===== src/rtl/vsw_pkg.sv =====
package vsw_pkg;

  typedef enum logic [1:0] {
    BND_EOL = 2'd0,
    BND_SOF = 2'd1,
    BND_NOW = 2'd2
  } bnd_mode_e;

  function automatic int idx_w(input int n);
    return (n > 1) ? $clog2(n) : 1;
  endfunction

  function automatic bnd_mode_e pick_mode(input bit crash, input bit full, input bit unint);
    if (crash) return BND_NOW;
    if (full || unint) return BND_SOF;
    return BND_EOL;
  endfunction

endpackage


===== src/rtl/vsw_route_regs.sv =====
module vsw_route_regs #(
  parameter int N_IN  = 3,
  parameter int N_OUT = 2,
  parameter int SW    = 2,
  parameter int AW    = 2,
  parameter int CW    = 8
) (
  input  logic              clk,
  input  logic              rst_n,
  input  logic              cfg_wr,
  input  logic [AW-1:0]     cfg_addr,
  input  logic [CW-1:0]     cfg_wdata,
  input  logic [N_OUT-1:0]  applied,
  output logic [N_OUT*SW-1:0] pend_flat,
  output logic [N_OUT-1:0]  want,
  output logic [CW-1:0]     cfg_rdata
);

  localparam logic [AW-1:0] COMMIT_ADDR = AW'(N_OUT);
  localparam logic [CW-1:0] NIN_LIM     = CW'(N_IN);

  logic [SW-1:0] pend [N_OUT];
  logic          idx_ok;

  assign idx_ok = (cfg_wdata < NIN_LIM);

  always_ff @(posedge clk) begin
    if (!rst_n) begin
      for (int o = 0; o < N_OUT; o++) pend[o] <= SW'(o % N_IN);
      want <= '0;
    end else begin
      if (cfg_wr && idx_ok) begin
        for (int o = 0; o < N_OUT; o++)
          if (cfg_addr == AW'(o)) pend[o] <= cfg_wdata[SW-1:0];
      end
      if (cfg_wr && cfg_addr == COMMIT_ADDR && cfg_wdata[0])
        want <= '1;
      else
        want <= want & ~applied;
    end
  end

  always_comb begin
    cfg_rdata = '0;
    for (int o = 0; o < N_OUT; o++)
      if (cfg_addr == AW'(o)) cfg_rdata[SW-1:0] = pend[o];
    if (cfg_addr == COMMIT_ADDR) cfg_rdata[0] = |want;
  end

  generate
    for (genvar o = 0; o < N_OUT; o++) begin : g_flat
      assign pend_flat[o*SW +: SW] = pend[o];
    end
  endgenerate

endmodule


===== src/rtl/vsw_ready_net.sv =====
module vsw_ready_net #(
  parameter int N_IN       = 3,
  parameter int N_OUT      = 2,
  parameter int SW         = 2,
  parameter bit AUTO_DRAIN = 1'b1,
  parameter bit HAS_READY  = 1'b1
) (
  input  logic [N_OUT*SW-1:0] act_flat,
  input  logic [N_OUT-1:0]    swap_now,
  input  logic [N_OUT-1:0]    out_ready,
  output logic [N_IN-1:0]     in_ready
);

  generate
    if (HAS_READY) begin : g_bp
      always_comb begin
        for (int i = 0; i < N_IN; i++) begin
          logic any_sel;
          logic all_rdy;
          any_sel = 1'b0;
          all_rdy = 1'b1;
          for (int o = 0; o < N_OUT; o++) begin
            if (act_flat[o*SW +: SW] == SW'(i)) begin
              any_sel = 1'b1;
              all_rdy = all_rdy & out_ready[o] & ~swap_now[o];
            end
          end
          in_ready[i] = any_sel ? all_rdy : AUTO_DRAIN;
        end
      end
    end else begin : g_nobp
      assign in_ready = '1;
    end
  endgenerate

endmodule


===== src/rtl/vsw_out_lane.sv =====
module vsw_out_lane
  import vsw_pkg::*;
#(
  parameter int        N_IN      = 3,
  parameter int        DW        = 16,
  parameter int        SW        = 2,
  parameter bnd_mode_e BND       = BND_EOL,
  parameter int        RESET_SEL = 0
) (
  input  logic               clk,
  input  logic               rst_n,
  input  logic [N_IN-1:0]    in_valid,
  input  logic [N_IN-1:0]    in_last,
  input  logic [N_IN-1:0]    in_user,
  input  logic [N_IN*DW-1:0] in_data,
  input  logic [N_IN-1:0]    in_ready,
  input  logic               want,
  input  logic [SW-1:0]      pend_sel,
  output logic [SW-1:0]      act_sel,
  output logic               swap_now,
  output logic               applied,
  output logic               out_valid,
  output logic [DW-1:0]      out_data,
  output logic               out_last,
  output logic               out_user
);

  logic src_valid, src_last, src_user, src_rdy, same_sel;

  always_comb begin
    src_valid = 1'b0;
    src_last  = 1'b0;
    src_user  = 1'b0;
    src_rdy   = 1'b0;
    out_data  = '0;
    for (int i = 0; i < N_IN; i++) begin
      if (act_sel == SW'(i)) begin
        src_valid = in_valid[i];
        src_last  = in_last[i];
        src_user  = in_user[i];
        src_rdy   = in_ready[i];
        out_data  = in_data[i*DW +: DW];
      end
    end
  end

  assign same_sel = (pend_sel == act_sel);

  generate
    if (BND == BND_EOL) begin : g_eol
      assign swap_now = 1'b0;
      assign applied  = want & (same_sel | (src_valid & src_rdy & src_last));
    end else if (BND == BND_SOF) begin : g_sof
      assign swap_now = want & ~same_sel & src_valid & src_user;
      assign applied  = want & (same_sel | swap_now);
    end else begin : g_now
      assign swap_now = want & ~same_sel;
      assign applied  = want;
    end
  endgenerate

  assign out_valid = src_valid & src_rdy & ~swap_now;
  assign out_last  = src_last;
  assign out_user  = src_user;

  always_ff @(posedge clk) begin
    if (!rst_n)       act_sel <= SW'(RESET_SEL);
    else if (applied) act_sel <= pend_sel;
  end

endmodule


===== src/rtl/vid_stream_switch.sv =====
module vid_stream_switch
  import vsw_pkg::*;
#(
  parameter int N_IN          = 3,
  parameter int N_OUT         = 2,
  parameter int BPS           = 8,
  parameter int PLANES        = 2,
  parameter int PIX_PAR       = 1,
  parameter bit FULL_MODE     = 1'b0,
  parameter bit UNINTERRUPTED = 1'b0,
  parameter bit CRASH         = 1'b0,
  parameter bit AUTO_DRAIN    = 1'b1,
  parameter bit HAS_READY     = 1'b1,
  parameter int CFG_W         = 8,
  localparam int DW = BPS * PLANES * PIX_PAR,
  localparam int AW = idx_w(N_OUT + 1)
) (
  input  logic                clk,
  input  logic                rst_n,
  input  logic [N_IN-1:0]     in_valid,
  output logic [N_IN-1:0]     in_ready,
  input  logic [N_IN*DW-1:0]  in_data,
  input  logic [N_IN-1:0]     in_last,
  input  logic [N_IN-1:0]     in_user,
  output logic [N_OUT-1:0]    out_valid,
  input  logic [N_OUT-1:0]    out_ready,
  output logic [N_OUT*DW-1:0] out_data,
  output logic [N_OUT-1:0]    out_last,
  output logic [N_OUT-1:0]    out_user,
  input  logic                cfg_wr,
  input  logic [AW-1:0]       cfg_addr,
  input  logic [CFG_W-1:0]    cfg_wdata,
  output logic [CFG_W-1:0]    cfg_rdata
);

  localparam int        SW  = idx_w(N_IN);
  localparam bnd_mode_e BND = pick_mode(CRASH, FULL_MODE, UNINTERRUPTED);

  logic [N_OUT*SW-1:0] pend_flat;
  logic [N_OUT*SW-1:0] act_flat;
  logic [N_OUT-1:0]    want;
  logic [N_OUT-1:0]    applied;
  logic [N_OUT-1:0]    swap_now;

  vsw_route_regs #(
    .N_IN(N_IN), .N_OUT(N_OUT), .SW(SW), .AW(AW), .CW(CFG_W)
  ) u_regs (
    .clk(clk), .rst_n(rst_n),
    .cfg_wr(cfg_wr), .cfg_addr(cfg_addr), .cfg_wdata(cfg_wdata),
    .applied(applied), .pend_flat(pend_flat), .want(want),
    .cfg_rdata(cfg_rdata)
  );

  vsw_ready_net #(
    .N_IN(N_IN), .N_OUT(N_OUT), .SW(SW),
    .AUTO_DRAIN(AUTO_DRAIN), .HAS_READY(HAS_READY)
  ) u_rdy (
    .act_flat(act_flat), .swap_now(swap_now),
    .out_ready(out_ready), .in_ready(in_ready)
  );

  generate
    for (genvar o = 0; o < N_OUT; o++) begin : g_lane
      vsw_out_lane #(
        .N_IN(N_IN), .DW(DW), .SW(SW), .BND(BND), .RESET_SEL(o % N_IN)
      ) u_lane (
        .clk(clk), .rst_n(rst_n),
        .in_valid(in_valid), .in_last(in_last), .in_user(in_user),
        .in_data(in_data), .in_ready(in_ready),
        .want(want[o]), .pend_sel(pend_flat[o*SW +: SW]),
        .act_sel(act_flat[o*SW +: SW]), .swap_now(swap_now[o]),
        .applied(applied[o]),
        .out_valid(out_valid[o]), .out_data(out_data[o*DW +: DW]),
        .out_last(out_last[o]), .out_user(out_user[o])
      );
    end
  endgenerate

endmodule


===== config.mk =====
export PLATFORM = sky130hd
export DESIGN_NAME = vid_stream_switch
export DESIGN_NICKNAME = d
export VERILOG_FILES = /design/src/rtl/vsw_pkg.sv /design/src/rtl/vsw_route_regs.sv /design/src/rtl/vsw_ready_net.sv /design/src/rtl/vsw_out_lane.sv /design/src/rtl/vid_stream_switch.sv
export SDC_FILE = /design/constraint.sdc
export NUM_CORES = 1
export LEC_CHECK = 0
export ABC_AREA = 1
export BUFFER_PORTS_ARGS = -buffer_cell sky130_fd_sc_hd__buf_2
export CORE_AREA = 2 2 69 71
export CTS_BUF_LIST = sky130_fd_sc_hd__clkbuf_8 sky130_fd_sc_hd__clkbuf_16
export DETAILED_ROUTE_END_ITERATION = 7
export DIE_AREA = 0 0 71 73
export PLACE_DENSITY_LB_ADDON = 0.3
export RECOVER_POWER = 50
export SLEW_MARGIN = 20
export SYNTH_ARGS = -nofsm -noshare
export SYNTH_HDL_FRONTEND = slang
export SYNTH_SLANG_ARGS = --single-unit

===== constraint.sdc =====
create_clock -name clk -period 1.7 [get_ports clk]
set_clock_uncertainty 0.15 [all_clocks]
set_input_delay 0.34 -clock clk [delete_from_list [all_inputs] [get_ports clk]]
set_output_delay 0.34 -clock clk [all_outputs]
set_load 0.03 [all_outputs]

== Word level (Yosys, flattened, before mapping) ==
Memories as Yosys holds them, arrays and structs flattened.
Cells that the tools add are included.

* Bits of input ports: 72
* Bits in read-only memories: 0
* Flip-flop bits (word level): 6
* Output and inout bits: 49
* Latch bits: 0
* Memory bits (writable): 4
* Memories kept: 1

* Multiplexer cells: 60
* Divide/modulo/power cells: 0
* Shift-type cells: 0
* Order comparisons: 1
* $mul: 0
* Reductions and logical operators: 7
* Eq/ne operators: 8
* Add/sub/neg operators: 0
* Bitwise logic cells: 15

{| class="wikitable"
|+ Memories
! name !! depth !! bits a word !! rd ports !! clocked after memory_dff !! write ports !! RTL line !! source
|-
| u_regs.pend || 2 || 2 || 2 || 0 || 2 || vsw_route_regs.sv:22 || <nowiki>logic [SW-1:0] pend [N_OUT];</nowiki>
|}

{| class="wikitable"
|+ Operators with widths
! cell !! count
|-
| two-way mux 16 bit || 6
|-
| two-way mux 1 bit || 49
|-
| two-way mux 2 bit || 5
|-
| AND 1 bit || 9
|-
| less-than comparator 8 x 2 -> 1 bit, second input constant || 1
|-
| equality test 2 x 1 -> 1 bit, second input constant || 3
|-
| equality test 2 bit, second input constant || 3
|-
| zero test 2 bit || 3
|-
| equality test 2 bit || 2
|-
| OR 1 bit || 4
|-
| logical AND 1 bit || 3
|-
| AND 2 bit || 1
|-
| inverter 2 bit || 1
|-
| OR reduction 2 bit || 1
|}

== Logic depth before layout (Yosys ltp) ==
Gate-level depths: netlist (run 1).

* Depth after elaboration: 15
* Gate-level depth with buffers: 13

== Hierarchy ==
From an unflattened synthesis (run 1), not the netlist that was laid out.

* Cell total of the unflattened synthesis: 305
* Area total of the unflattened synthesis: 1,627.8 µm²

{| class="wikitable"
|+ By module, submodules not included
! module !! seq. area each (µm²) !! cells each !! times used !! area an instance (µm²)
|-
| vsw_out_lane at g_lane[0].u_lane || 40.0 || 115 || 1 || 575.6
|-
| vsw_out_lane at g_lane[1].u_lane || 40.0 || 113 || 1 || 565.5
|-
| vsw_route_regs || 160.2 || 51 || 1 || 389.1
|-
| vsw_ready_net || 0.0 || 26 || 1 || 97.6
|}

== Worst setup path before layout (run 1) ==
No wires, ideal clock.

* Path type: register -> output
* From: reg g_lane[0].u_lane.act_sel[1]
* To: out out_data[10]
* Path slack: -0.075 ns
* Required time: 1.210 ns
* Arrival time: 1.285 ns
* Cell stages (with the launch flop): 7
* Path buffers: 2
* Cell sequence: dfxtp_1 -> buf_6 -> inv_2 -> nor2_4 -> clkbuf_1 -> nand2_1 -> nand3_1

* Word-level cells in the longest chain between the ends: 4
* Elaborated cells between the ends (all ways): 6
* Classes of those cells: eq/ne (2); mux (3); reduce/logical (1)

{| class="wikitable"
|+ RTL lines
! element !! RTL line !! source
|-
| from (decl) || vsw_out_lane.sv:19 || <nowiki>output logic [SW-1:0] act_sel,</nowiki>
|-
| from (signal assigned) || vsw_out_lane.sv:67 || <nowiki>if (!rst_n) act_sel <= SW'(RESET_SEL);</nowiki>
|-
| from (signal assigned) || vsw_out_lane.sv:68 || <nowiki>else if (applied) act_sel <= pend_sel;</nowiki>
|-
| zero test 2 bit || vsw_out_lane.sv:37 || <nowiki>if (act_sel == SW'(i)) begin</nowiki>
|-
| two-way mux 16 bit (2 in series) || vsw_out_lane.sv:37 ||
|-
| two-way mux 16 bit * || vsw_out_lane.sv:37 ||
|-
| to (decl) || vid_stream_switch.sv:27 || <nowiki>output logic [N_OUT*DW-1:0] out_data,</nowiki>
|}

Mark *: on every way between the ends. The rest lies on a longest branch, timed or not.

== Worst setup path after layout (run 1) ==
* From: reg g_lane[0].u_lane.act_sel[1]
* To: out out_data[1]

The elaborated chain is that of the path after synthesis.

==> impl_metrics.ini, run 1 <==
[drt]
routed.top_layer = met4
wl_met2_um = 3130
dr.pass1.iters = 4
drt_iter0_markers = 96
drtAntennaViolNets = 0
vias = 2298
drc = 0
drt_wl_total_um = 5820
wl_per_cell_um = 12.6
viasPerCell = 5.00
met3_length_um = 388
m1WireLength_um = 2220

[sta]
min_period_ps = 1870
final-setup-viol-count = 43
setup_ws_ps = -165
fin_setup_tns_ps = -4430
fin_crit_sh_pct = 110
hold_violations = 0
slew_violations = 0
max_freq_mhz = 536
grt_setup_unrepaired = true

[outcome]
violations = negative setup slack
status = finished with violations

[critical_path]
path_max_fanout = 8
cp.required_ps = 1210
r2r_slack_ps = -120
cp_top_family = flip-flops
crit_path_top_delay_cell = dfxtp_4
critPathMaxStageDelay_ps = 440
worstReg2RegStart = g_lane[0].u_lane.act_sel[1]
crit_buf_inv = 3
worstSetupEndpointType = output pin
crit_cells = 6
crit_type = flip-flop to output pin
crit_arrival_ps = 1380
reg2reg_depth = 13
critPathMostFrequentCell = buf_4
reg2reg_to = g_lane[1].u_lane.act_sel[0]
cp_cell_sequence = inv_4 -> nor2_4 -> buf_4 -> nand2_1 -> nand3_1 -> buf_4
critPathLaunchType = flip-flop
critPathLaunch = g_lane[0].u_lane.act_sel[1]
crit_path_end = out_data[1]

[final_layout]
drive_above_1_share_pct = 51.7
nets = 480
synthToLayoutAreaGrowth_pct = 81.5
fill_cells = 426
final_util_pct = 61.0
antennaDiodeCount = 0

[pwr]
switching_power_uw = 481
comb_power_share_pct = 56.6
p_int_uw = 694
p_per_area_nw_per_um2 = 425
pwr-share-clk_pct = 21.1
p_sw_share_pct = 40.9
ir_worst_vdd_uv = 402
power_frac_seq_pct = 22.4
leakagePower_uw = 0.00148

[logic_synthesis]
synth-async-reset-ratio_pct = 0
synth_area_sq_um = 1520
ys_ff_latch = 10
ys.warnings.count = 0
ys_seq_area_share_pct = 15.8
syn_inst = 283
synth.avg_cell_area_sq_um = 5.39
ys.flop_type = dfxtp_1
synth-edff-count = 4
synthDistinctLibCells = 29

[global_route]
grtUsageTotal_pct = 20.5
grt_pass1_wl_um = 8660
grt_max_degree = 20
grt_remaining_overflow = 0
grt_pass1_vias = 2125
antenna_found_initial = 0

[placed_design]
portBuffers = 114
gp_congestion = 0.825
dp_hpwl_um = 4320

[die]
die_x_um = 71
start_util_pct = 33.6
core-area_sq_um = 4540
rows = 25
io_pins = 121
die_y_um = 73
die_area_sq_um = 5180

[clock_network]
cts_root_buf = clkbuf_8
clock_latency_ps = 240
htreeDepth = 1
cts_buffers = 3
cts.sinks = 10
clk_pin_slew_ps = 50
cts_tree = done
postCtsHoldBufs = 0
clk_path_buf_depth = 2

[run]
drv_cap = 0

[worst_hold_path]
min_path_type = input pin to flip-flop
[cell families after synthesis]
family,after synthesis,synth area share (%)
AND/OR/NAND/NOR,215,62.3
flip-flops,10,15.8
other,1,0.246
XOR/XNOR,1,0.575
buffers and inverters,43,16.1
AO/OA/AOI/OAI,13,5.01
[Yosys cell counts (4+ instances only)]
master    count  share of area (%)
a21oi_1       5                1.6
nand2_1     138                 34
nor2_1       10                2.5
nand3_1      48                 16
dfxtp_1       6                7.9
edfxtp_1      4                7.9
inv_1        16                3.9
buf_4        15                7.4
nand2_2       4                1.6
[cell type report]
type / count / area [sq um] / share of cell area [%]
well taps: 54 / 67.6 / 2.44
inverters: 19 / 81.3 / 2.94
clock buffers: 3 / 41.3 / 1.49
multi-input cells: 235 / 1270 / 45.9
repair buffers: 139 / 1050 / 38.0
flip-flops and latches: 10 / 255 / 9.23
[through the flow]
step	setup WS, ps	power [uW]	instance area (sq um)	hold slack [ps]	std cells
2_1_floorplan	7.84	622	1640	274	288
3_3_place_gp	-38.7	806	2310	389	454
3_5_place_dp	-54.5	810	2310	393	454
4_1_cts	-172	1130	2600	223	459
5_1_grt	-237	1230	2770	226	460
6_report	-165	1180	2770	223	460
[routing by layer]
metal  GRT usage [%]  vias to the layer above
li1                -                     1133
met1            21.6                     1052
met2            41.1                      105
met3            2.49                        8
met4            7.97                        0
met5               0                        -
[sequential cells by signal, indices dropped and copies added, names as in the netlist]
signal / cells
u_regs.want: 2
u_regs.pend: 4
g_lane.u_lane.act_sel: 4
[what timing repair did]
item / in CTS / in global routing
setup endpoints to repair: 41 / 46
gates resized for setup: 82 / 57
setup buffers: 3 / 2
gates cloned: 0 / 0
pin swaps: 9 / 8
[worst min path at each step]
| stage | to | startpoint | slack, ps | cells after the start |
|---|---|---|---|---|
| after CTS | g_lane[1].u_lane.act_sel[0] | rst_n | 220 | 2 |
| final | g_lane[1].u_lane.act_sel[0] | rst_n | 220 | 2 |
| after global routing | g_lane[1].u_lane.act_sel[0] | rst_n | 230 | 2 |
| after floorplan | g_lane[1].u_lane.act_sel[0] | rst_n | 270 | 1 |
| after detailed placement | u_regs.want[1] | u_regs.want[1] | 390 | 2 |
| after global placement | g_lane[1].u_lane.act_sel[0] | u_regs.want[1] | 390 | 3 |
[power by group through the flow]
stage	logic (uW)	registers, uW	clock network (uW)
global route	708	264	262
CTS	615	263	255
finish	665	263	248
detailed placement	540	270	0
floorplan	355	267	0
global placement	537	269	0
[layout by cell type (no fill, tap or decap), drive strengths merged]
cell type,count
a21boi,1
a21oi,5
and2,1
buf,138
clkbuf,4
conb,6
dfxtp,6
edfxtp,4
inv,19
nand2,142
nand3,51
nand4,2
nor2,16
nor3,2
nor4b,1
o211ai,3
o21ai,3
o22ai,1
xnor2,1
No activity file was read; power rests on OpenSTA's default activity.
==> inputs of run 2 (changes only) <==
Settings changed: CORE_AREA 2 2 69 71 to 2 2 75 77, DIE_AREA 0 0 71 73 to 0 0 77 79, PLACE_DENSITY_LB_ADDON 0.3 to 0.1.
==> run 2 against run 1 <==
The flow still finishes with violations (negative setup slack). Largest power group unchanged. Utilization shrank 4.0 points. Sequential power is essentially flat. Fmax shrank 0.84%. Non-clock buffer count grew 14.
==> impl_metrics.ini, run 2 (synthesis results as in run 1) <==
[sta]
slew_violations = 0
final-setup-viol-count = 41
min_period_ps = 1880
setup_ws_ps = -181
grt_setup_unrepaired = true
max_freq_mhz = 532
hold_violations = 0
fin_crit_sh_pct = 111

[pwr]
power_frac_seq_pct = 21.8
ir_worst_vdd_uv = 352
p_int_uw = 721
p_sw_share_pct = 40.6
switching_power_uw = 493
pwr-share-clk_pct = 20.0
leakagePower_uw = 0.00159
p_per_area_nw_per_um2 = 399
comb_power_share_pct = 58.3

[critical_path]
path_max_fanout = 7
crit_type = flip-flop to output pin
crit_arrival_ps = 1390
cp.required_ps = 1210
r2r_slack_ps = -100
reg2reg_depth = 14
worstReg2RegStart = g_lane[0].u_lane.act_sel[0]
worstSetupEndpointType = output pin
reg2reg_to = g_lane[0].u_lane.act_sel[0]
critPathLaunchType = flip-flop

[die]
io_pins = 121
die_area_sq_um = 6080
die_y_um = 79
rows = 27
start_util_pct = 28.6
die_x_um = 77
core-area_sq_um = 5340

[clock_network]
htreeDepth = 1
clock_latency_ps = 230
cts_root_buf = clkbuf_8
postCtsHoldBufs = 0
cts_tree = done
clk_pin_slew_ps = 40
cts.sinks = 10
clk_path_buf_depth = 2
cts_buffers = 3

[global_route]
antenna_found_initial = 0
grt_pass1_vias = 2173
grt_max_degree = 19
grt_pass1_wl_um = 9850
grt_remaining_overflow = 0
grtUsageTotal_pct = 19.2

[final_layout]
antennaDiodeCount = 0
layout_commonest_cell = nand2_1
nets = 494
synthToLayoutAreaGrowth_pct = 99.7
final_cell_mix = 108 x nand2_1, 73 x buf_2, 45 x buf_6
drive_above_1_share_pct = 58.0
stdcell_count = 493
top_regs = g_lane.u_lane.act_sel: 4 flops, u_regs.pend: 4 flops, u_regs.want: 2 flops
final_util_pct = 57.0

[drt]
drt_wl_total_um = 6180
drtAntennaViolNets = 0
dr.pass1.iters = 4
drt_iter0_markers = 62
drc = 0
wl_per_cell_um = 12.5
vias = 2316
viasPerCell = 4.70

[placed_design]
portBuffers = 114
gp_congestion = 0.836
post-place-ws_ps = -49.4
dp_hpwl_um = 4560
place_inst = 479

[run]
drv_cap = 0

[outcome]
status = finished with violations
violations = negative setup slack

[worst_hold_path]
holdPathStages = 2
holdPathEnd = g_lane[1].u_lane.act_sel[0]
min_path_type = input pin to flip-flop
min_from = rst_n
run 2: per-layer routing:
layer  share of wire (%)  track usage [%]  up-vias  routed length [um]
met4                0.47             3.93        0                  29
li1                    -                -     1167                   -
met5                   0                0        -                   0
met1                  43             23.7     1058                2670
met3                 5.2             1.93        6                 323
met2                  51             36.1       85                3160
run 2: area by class of cell:
cell class / instances / area [sq um]
tap: 72 / 90.1
clock inverter: 1 / 3.75
inverter: 19 / 81.3
multi-input combinational: 235 / 1380
sequential: 10 / 251
fill: 535 / 2290
timing repair buffer: 153 / 1200
clock buffer: 3 / 41.3
run 2: power groups by stage:
stage	clock network (uW)	logic (uW)	registers, uW
floorplan	0	355	267
global placement	0	551	269
detailed placement	0	549	269
CTS	244	680	263
global route	264	754	265
finish	242	707	264
run 2: stage by stage:
step / setup TNS (ps) / area (sq um) / hold slack [ps] / power, uW
finish: -5600 / 3040 / 219 / 1210
global route: -8800 / 3040 / 233 / 1280
CTS: -5280 / 2900 / 222 / 1190
detailed placement: -154 / 2370 / 404 / 818
global placement: -132 / 2370 / 406 / 820
floorplan: 0 / 1640 / 274 / 622
run 2: how the worst max path moves through the flow:
stage / end / start / slack (ps)
after detailed placement: out_valid[1] / g_lane[1].u_lane.act_sel[1] / -50
after CTS: out_valid[0] / g_lane[0].u_lane.act_sel[0] / -190
final: out_data[23] / g_lane[1].u_lane.act_sel[0] / -180
after floorplan: out_data[4] / g_lane[0].u_lane.act_sel[0] / 8
after global routing: out_valid[0] / g_lane[0].u_lane.act_sel[1] / -260
after global placement: out_valid[1] / g_lane[1].u_lane.act_sel[1] / -60
run 2: timing repair:
action                                  in CTS  in global routing
endpoints found under the setup margin      43                 45
cloned                                       1                  0
setup buffers                                6                  6
pin swaps                                   21                 11
resized for setup                          130                 43
run 2: worst max-delay path, stage by stage, from the launching register on:
cell	delay (ps)
dfxtp_4	380
inv_4	50
nor2_4	170
buf_4	150
buf_8	130
nand2_1	70
nand3_2	90
buf_6	130
